## src/rtl/fbd_pkg.sv

```systemverilog
package fbd_pkg;

  // Default widths and base modulus of the divider chain
  parameter int unsigned FBD_M_W     = 9;
  parameter int unsigned FBD_A_W     = 4;
  parameter int unsigned FBD_PRE_MOD = 10;

  // Operating mode latched at each period boundary
  typedef enum logic {
    MODE_BYPASS   = 1'b0,
    MODE_PRESCALE = 1'b1
  } fbd_mode_e;

endpackage

```

## src/rtl/fbd_prescaler.sv

```systemverilog
// Dual-modulus prescaler: counts PRE_MOD or PRE_MOD+1 input cycles per
// output terminal, chosen by msel; held idle at zero when not running.
module fbd_prescaler #(
  parameter int unsigned PRE_MOD = 10,
  localparam int unsigned PC_W   = $clog2(PRE_MOD + 1)
) (
  input  logic            clk,
  input  logic            rst_n,
  input  logic            run,
  input  logic            restart,
  input  logic            msel,
  output logic [PC_W-1:0] pre_cnt,
  output logic            pre_tc
);

  localparam logic [PC_W-1:0] LAST_LO = PC_W'(PRE_MOD - 1);
  localparam logic [PC_W-1:0] LAST_HI = PC_W'(PRE_MOD);

  logic [PC_W-1:0] cnt_q;
  logic [PC_W-1:0] cnt_d;
  logic            cnt_en;

  always_comb begin
    pre_tc = run && (cnt_q == (msel ? LAST_HI : LAST_LO));
    cnt_en = run || restart;
    if (restart || !run || pre_tc) begin
      cnt_d = '0;
    end else begin
      cnt_d = cnt_q + 1'b1;
    end
  end

  always_ff @(posedge clk or negedge rst_n) begin
    if (!rst_n) begin
      cnt_q <= '0;
    end else if (cnt_en) begin
      cnt_q <= cnt_d;
    end
  end

  assign pre_cnt = cnt_q;

endmodule

```

## src/rtl/fbd_main_ctr.sv

```systemverilog
// Main down-counter: reloads at the period boundary, steps once per
// prescaler terminal (or every cycle in bypass), flags zero.
module fbd_main_ctr #(
  parameter int unsigned M_W = 9
) (
  input  logic           clk,
  input  logic           rst_n,
  input  logic           load,
  input  logic [M_W-1:0] load_val,
  input  logic           step,
  output logic           cnt_zero
);

  logic [M_W-1:0] cnt_q;
  logic [M_W-1:0] cnt_d;
  logic           cnt_en;

  always_comb begin
    cnt_en = load || step;
    cnt_d  = load ? load_val : (cnt_q - 1'b1);
  end

  always_ff @(posedge clk or negedge rst_n) begin
    if (!rst_n) begin
      cnt_q <= '0;
    end else if (cnt_en) begin
      cnt_q <= cnt_d;
    end
  end

  assign cnt_zero = (cnt_q == '0);

endmodule

```

## src/rtl/fbd_swallow_ctr.sv

```systemverilog
// Swallow counter: counts down prescaler cycles from A; while nonzero the
// prescaler is asked for its longer modulus.
module fbd_swallow_ctr #(
  parameter int unsigned A_W = 4
) (
  input  logic           clk,
  input  logic           rst_n,
  input  logic           load,
  input  logic [A_W-1:0] load_val,
  input  logic           dec,
  output logic           active
);

  logic [A_W-1:0] cnt_q;
  logic [A_W-1:0] cnt_d;
  logic           cnt_en;

  always_comb begin
    active = (cnt_q != '0);
    cnt_en = load || (dec && active);
    cnt_d  = load ? load_val : (cnt_q - 1'b1);
  end

  always_ff @(posedge clk or negedge rst_n) begin
    if (!rst_n) begin
      cnt_q <= '0;
    end else if (cnt_en) begin
      cnt_q <= cnt_d;
    end
  end

endmodule

```

## src/rtl/fbd_divider.sv

```systemverilog
// Feedback divider top: ties prescaler, main counter and swallow counter
// together and latches mode/settings only at the period boundary.
module fbd_divider
  import fbd_pkg::*;
#(
  parameter int unsigned M_W     = FBD_M_W,
  parameter int unsigned A_W     = FBD_A_W,
  parameter int unsigned PRE_MOD = FBD_PRE_MOD
) (
  input  logic           clk,
  input  logic           rst_n,
  input  logic [M_W-1:0] m_val,
  input  logic [A_W-1:0] a_val,
  input  logic           pre_en_n,
  output logic           fp,
  output logic           msel
);

  localparam int unsigned PC_W = $clog2(PRE_MOD + 1);

  // Reset: asserted asynchronously, released after two clock edges
  logic [1:0] rst_pipe_q;
  logic       rst_sync_n;

  always_ff @(posedge clk or negedge rst_n) begin
    if (!rst_n) begin
      rst_pipe_q <= '0;
    end else begin
      rst_pipe_q <= {rst_pipe_q[0], 1'b1};
    end
  end

  assign rst_sync_n = rst_pipe_q[1];

  // Boundary state
  logic            loaded_q;
  logic            loaded_d;
  fbd_mode_e       mode_q;
  fbd_mode_e       mode_d;
  logic            load;
  logic            main_tc;
  logic            step;
  logic            pre_tc;
  logic            mc_zero;
  logic            swallow_active;
  logic            pre_run;
  logic [A_W-1:0]  a_load;
  logic [PC_W-1:0] pre_cnt;

  always_comb begin
    pre_run  = (mode_q == MODE_PRESCALE);
    step     = pre_run ? pre_tc : 1'b1;
    main_tc  = step && mc_zero;
    load     = !loaded_q || main_tc;
    loaded_d = 1'b1;
    mode_d   = mode_q;
    if (load) begin
      mode_d = pre_en_n ? MODE_BYPASS : MODE_PRESCALE;
    end
    a_load = pre_en_n ? '0 : a_val;
  end

  always_ff @(posedge clk or negedge rst_sync_n) begin
    if (!rst_sync_n) begin
      loaded_q <= 1'b0;
      mode_q   <= MODE_BYPASS;
    end else begin
      loaded_q <= loaded_d;
      if (load) begin
        mode_q <= mode_d;
      end
    end
  end

  fbd_prescaler #(
    .PRE_MOD (PRE_MOD)
  ) u_pre (
    .clk     (clk),
    .rst_n   (rst_sync_n),
    .run     (pre_run),
    .restart (load),
    .msel    (msel),
    .pre_cnt (pre_cnt),
    .pre_tc  (pre_tc)
  );

  fbd_main_ctr #(
    .M_W (M_W)
  ) u_main (
    .clk      (clk),
    .rst_n    (rst_sync_n),
    .load     (load),
    .load_val (m_val),
    .step     (step),
    .cnt_zero (mc_zero)
  );

  fbd_swallow_ctr #(
    .A_W (A_W)
  ) u_swallow (
    .clk      (clk),
    .rst_n    (rst_sync_n),
    .load     (load),
    .load_val (a_load),
    .dec      (pre_tc),
    .active   (swallow_active)
  );

  assign msel = pre_run && swallow_active;
  assign fp   = loaded_q && main_tc;

endmodule

```

## config.mk

```make
export PLATFORM = sky130hd
export DESIGN_NAME = fbd_divider
export DESIGN_NICKNAME = d
export VERILOG_FILES = /design/src/rtl/fbd_pkg.sv /design/src/rtl/fbd_prescaler.sv /design/src/rtl/fbd_main_ctr.sv /design/src/rtl/fbd_swallow_ctr.sv /design/src/rtl/fbd_divider.sv
export SDC_FILE = /design/constraint.sdc
export NUM_CORES = 1
export LEC_CHECK = 0
export BUFFER_PORTS_ARGS = -buffer_cell sky130_fd_sc_hd__buf_2
export CORE_MARGIN = 4
export CORE_UTILIZATION = 59
export DETAILED_ROUTE_END_ITERATION = 7
export PLACE_DENSITY = 0.82
export SKIP_CTS_REPAIR_TIMING = 1
export SLEW_MARGIN = 20
export SYNTH_ARGS = -nofsm -noshare
export SYNTH_HDL_FRONTEND = slang
export SYNTH_HIERARCHICAL = 1
export SYNTH_SLANG_ARGS = --single-unit
```

## constraint.sdc

```tcl
create_clock -name clk -period 7.1 [get_ports clk]
set_clock_uncertainty 0.2 [all_clocks]
set_input_delay 1.775 -clock clk [delete_from_list [all_inputs] [get_ports clk]]
set_output_delay 1.775 -clock clk [all_outputs]
set_load 0.005 [all_outputs]
```

==> run metrics <==
Pre-Repair DR Iteration Count 4; CP max FO 11; CP Class reg2out; fillers 168; clock sink total 21; CP Capture Type output pin; Fmax achieved 199 MHz; ordered cell list for the critical path inv_1 -> ha_1 -> or3b_1 -> and2_2 -> or3b_1 -> a21oi_2 -> nand2b_4 -> and3_1 -> buf_2; vias in the first global route 1065; clk root buf clkbuf_4; Arr. time, crit path 3.04 ns; Synth cell types 48; RSZ-0062 raised after global routing no; sequential share of power 0.582; slowest CP cell or3b_1; Syn Area/Cell 9.64 µm²; Seq/Total Area, Yosys 0.440; total CTS buffers 3; H-tree depth 1; CP dominant cell by count or3b_1; leakage power 0.000585 µW; Levels on crit path 9; Setup violations, final 0; Cells after DPL 165; total grt overflow 0; final non-filler cell total 169; Power Total 250 µW; switching power 75.3 µW; Critical Path End fp; largest net degree at the start of global routing 29; max_slew headroom 0.505; worst reg2reg path endpoint u_main/cnt_q[6]$_DFFE_PN0P_; number of I/O pins 18; Sum Neg Setup Slack 0 ns; Max Cap Viol 0; worst vdd ir 0.169 mV; chip width 53 µm; drt wl/cell 14.4 µm; placer congestion estimate 0.752; core box area 0.00194 mm²; top cells by area, synth dfrtp_1, nand2_1, ha_1; Initial Util 0.615; reg2reg setup slack 3.13 ns; pwr dens 188 mW/mm²; Finished Core Util 0.684; first-pass GRT wire length 4280 µm; reg2reg start u_swallow/cnt_q[0]$_DFFE_PN0P_; # diodes 0; worst min path class reg2async; Clock Power Share 0.233; Yosys top cell area share 0.440; internal power 174 µW; Worst setup SP type flop; Yosys reg bits 21; Worst Tran Pin Value 0.743 ns; share of layout cells above drive strength 1 0.211; crit path time final 5.01 ns; layout net count 162; Final period util 0.706; TritonCTS clock tree done; Site Rows 16; combinational fraction of design power 0.185; Worst-Skew Late Latency 0.31 ns; Iteration-0 DRC Markers 17; Synth Instances 124; total die area 0.00281 mm²; switch share 0.302; synthesis-to-finish area growth 11.1%; WP buf/inv 2; dpl hpwl 1760 µm; Global Route Usage Sum 0.213; number of remaining DRC errors 0; status finished, final reports clean; post-route ant nets 0; register clock-pin slew on the reported worst setup and hold paths 0.12 ns; delay-heaviest family, CP simple AND/OR/NAND/NOR gates; Ys Warns 6; Yosys top cell by area dfrtp_1; final wirelength 2440 µm; initial antenna violation count 0; DP Worst Slack 2.45 ns; vias 989; Die Span Y 53 µm; final hold violations 0; Via-to-Cell Ratio 5.85; Netlist Area Pre-Place 0.00119 mm²; R2R cell count 11; Critical Path RT 5.12 ns; Setup crit start u_swallow/cnt_q[0]$_DFFE_PN0P_; Max Root-Sink Buffers 2; Setup WS post-layout 2.09 ns; Slew Limit Fails 0; I/O Buffers 17; crit-path max cell delay 0.44 ns
[power by group through the flow]
| stage | registers, µW | logic [µW] | clock network [µW] |
|---|---|---|---|
| finish | 145 | 46.2 | 58.1 |
| global route | 148 | 53.2 | 66.7 |
| CTS | 145 | 45.8 | 60.8 |
| detailed placement | 147 | 45.4 | 0 |
| global placement | 146 | 43.5 | 0 |
| floorplan | 143 | 35.0 | 0 |
[per-stage QoR]
stage / hold slack, ns / area (µm²)
finish: 0.113 / 1330
global placement: 0.133 / 1300
floorplan: 0.0401 / 1200
CTS: 0.145 / 1330
global route: 0.184 / 1330
detailed placement: 0.136 / 1300
[kinds of logic (layout without fill, tap and decap cells)]
family          after synthesis  after routing  share of synthesized area
xor+xnor                      4              4                     0.0293
flops                        21             21                      0.440
compound gates               27             27                      0.152
simple gates                 59             59                      0.314
buf+inv                       9             26                     0.0304
other cells                   1              2                    0.00314
fa+ha+maj                     3              3                     0.0314
[cells in the mapped netlist, drive strengths merged]
| library cell | count |
|---|---|
| a211oi | 1 |
| a21bo | 1 |
| a21boi | 1 |
| a21oi | 5 |
| a221o | 2 |
| a22oi | 1 |
| a31oi | 3 |
| and2 | 2 |
| and3 | 2 |
| and3b | 1 |
| and4b | 1 |
| and4bb | 1 |
| buf | 3 |
| clkbuf | 1 |
| conb | 1 |
| dfrtp | 21 |
| ha | 3 |
| inv | 5 |
| nand2 | 13 |
| nand2b | 2 |
| nand3 | 2 |
| nand3b | 3 |
| nand4 | 1 |
| nand4b | 1 |
| nor2 | 5 |
| nor2b | 6 |
| nor3 | 3 |
| nor3b | 2 |
| nor4b | 2 |
| o211ai | 2 |
| o21ai | 7 |
| o22ai | 1 |
| o31a | 1 |
| o31ai | 2 |
| or2 | 1 |
| or2b | 1 |
| or3 | 2 |
| or3b | 3 |
| or4 | 5 |
| xnor2 | 2 |
| xor2 | 2 |
[cells in the final DEF (no fill, tap or decap), types with 4 or more instances in the layout]
master   synthesis  layout
nand2_1         13      13
dfrtp_1         21      21
a21oi_1          4       4
nor2b_1          6       6
or4_1            5       5
buf_2            2      17
nor2_1           5       5
o21ai_0          7       7
inv_1            5       5
[worst min path at each step]
stage	from	endpoint	slack [ns]	cells after the start
3_3_place_gp	rst_pipe_q[1]$_DFF_PN0_	u_pre/pre_cnt[0]$_DFFE_PN0P_	0.13	0
5_1_grt	rst_pipe_q[1]$_DFF_PN0_	u_pre/pre_cnt[3]$_DFFE_PN0P_	0.18	0
3_5_place_dp	rst_pipe_q[1]$_DFF_PN0_	u_pre/pre_cnt[2]$_DFFE_PN0P_	0.14	0
6_report	rst_pipe_q[1]$_DFF_PN0_	u_main/cnt_q[1]$_DFFE_PN0P_	0.11	0
2_1_floorplan	rst_pipe_q[1]$_DFF_PN0_	loaded_q$_DFF_PN0_	0.04	0
4_1_cts	rst_pipe_q[1]$_DFF_PN0_	u_main/cnt_q[1]$_DFFE_PN0P_	0.14	0
[state kept, by name (all words and copies together) (netlist names)]
name and count:
u_pre/pre_cnt 4, u_swallow/cnt_q 4, loaded_q 1, mode_q 1, rst_pipe_q 2, u_main/cnt_q 9
[final cells by class]
type,count,area [µm²],area share
well taps,27,33.8,0.0254
clock inverters,1,5.00,0.00377
inverters,5,18.8,0.0141
clock buffers,3,22.5,0.0170
flip-flops and latches,21,526,0.396
repair buffers,17,85.1,0.0641
multi-input cells,95,637,0.480
[routing by layer]
metal  global-route usage  share of wire  vias to the layer above  routed length (µm)
met1                0.248           0.45                      474                1110
met5                    0              0                        -                   0
met2                0.353           0.49                       22                1200
met3               0.0451          0.040                        4                  98
li1                     -              -                      489                   -
met4                0.132          0.014                        0                  34
No activity file was read; power rests on OpenSTA's default activity.
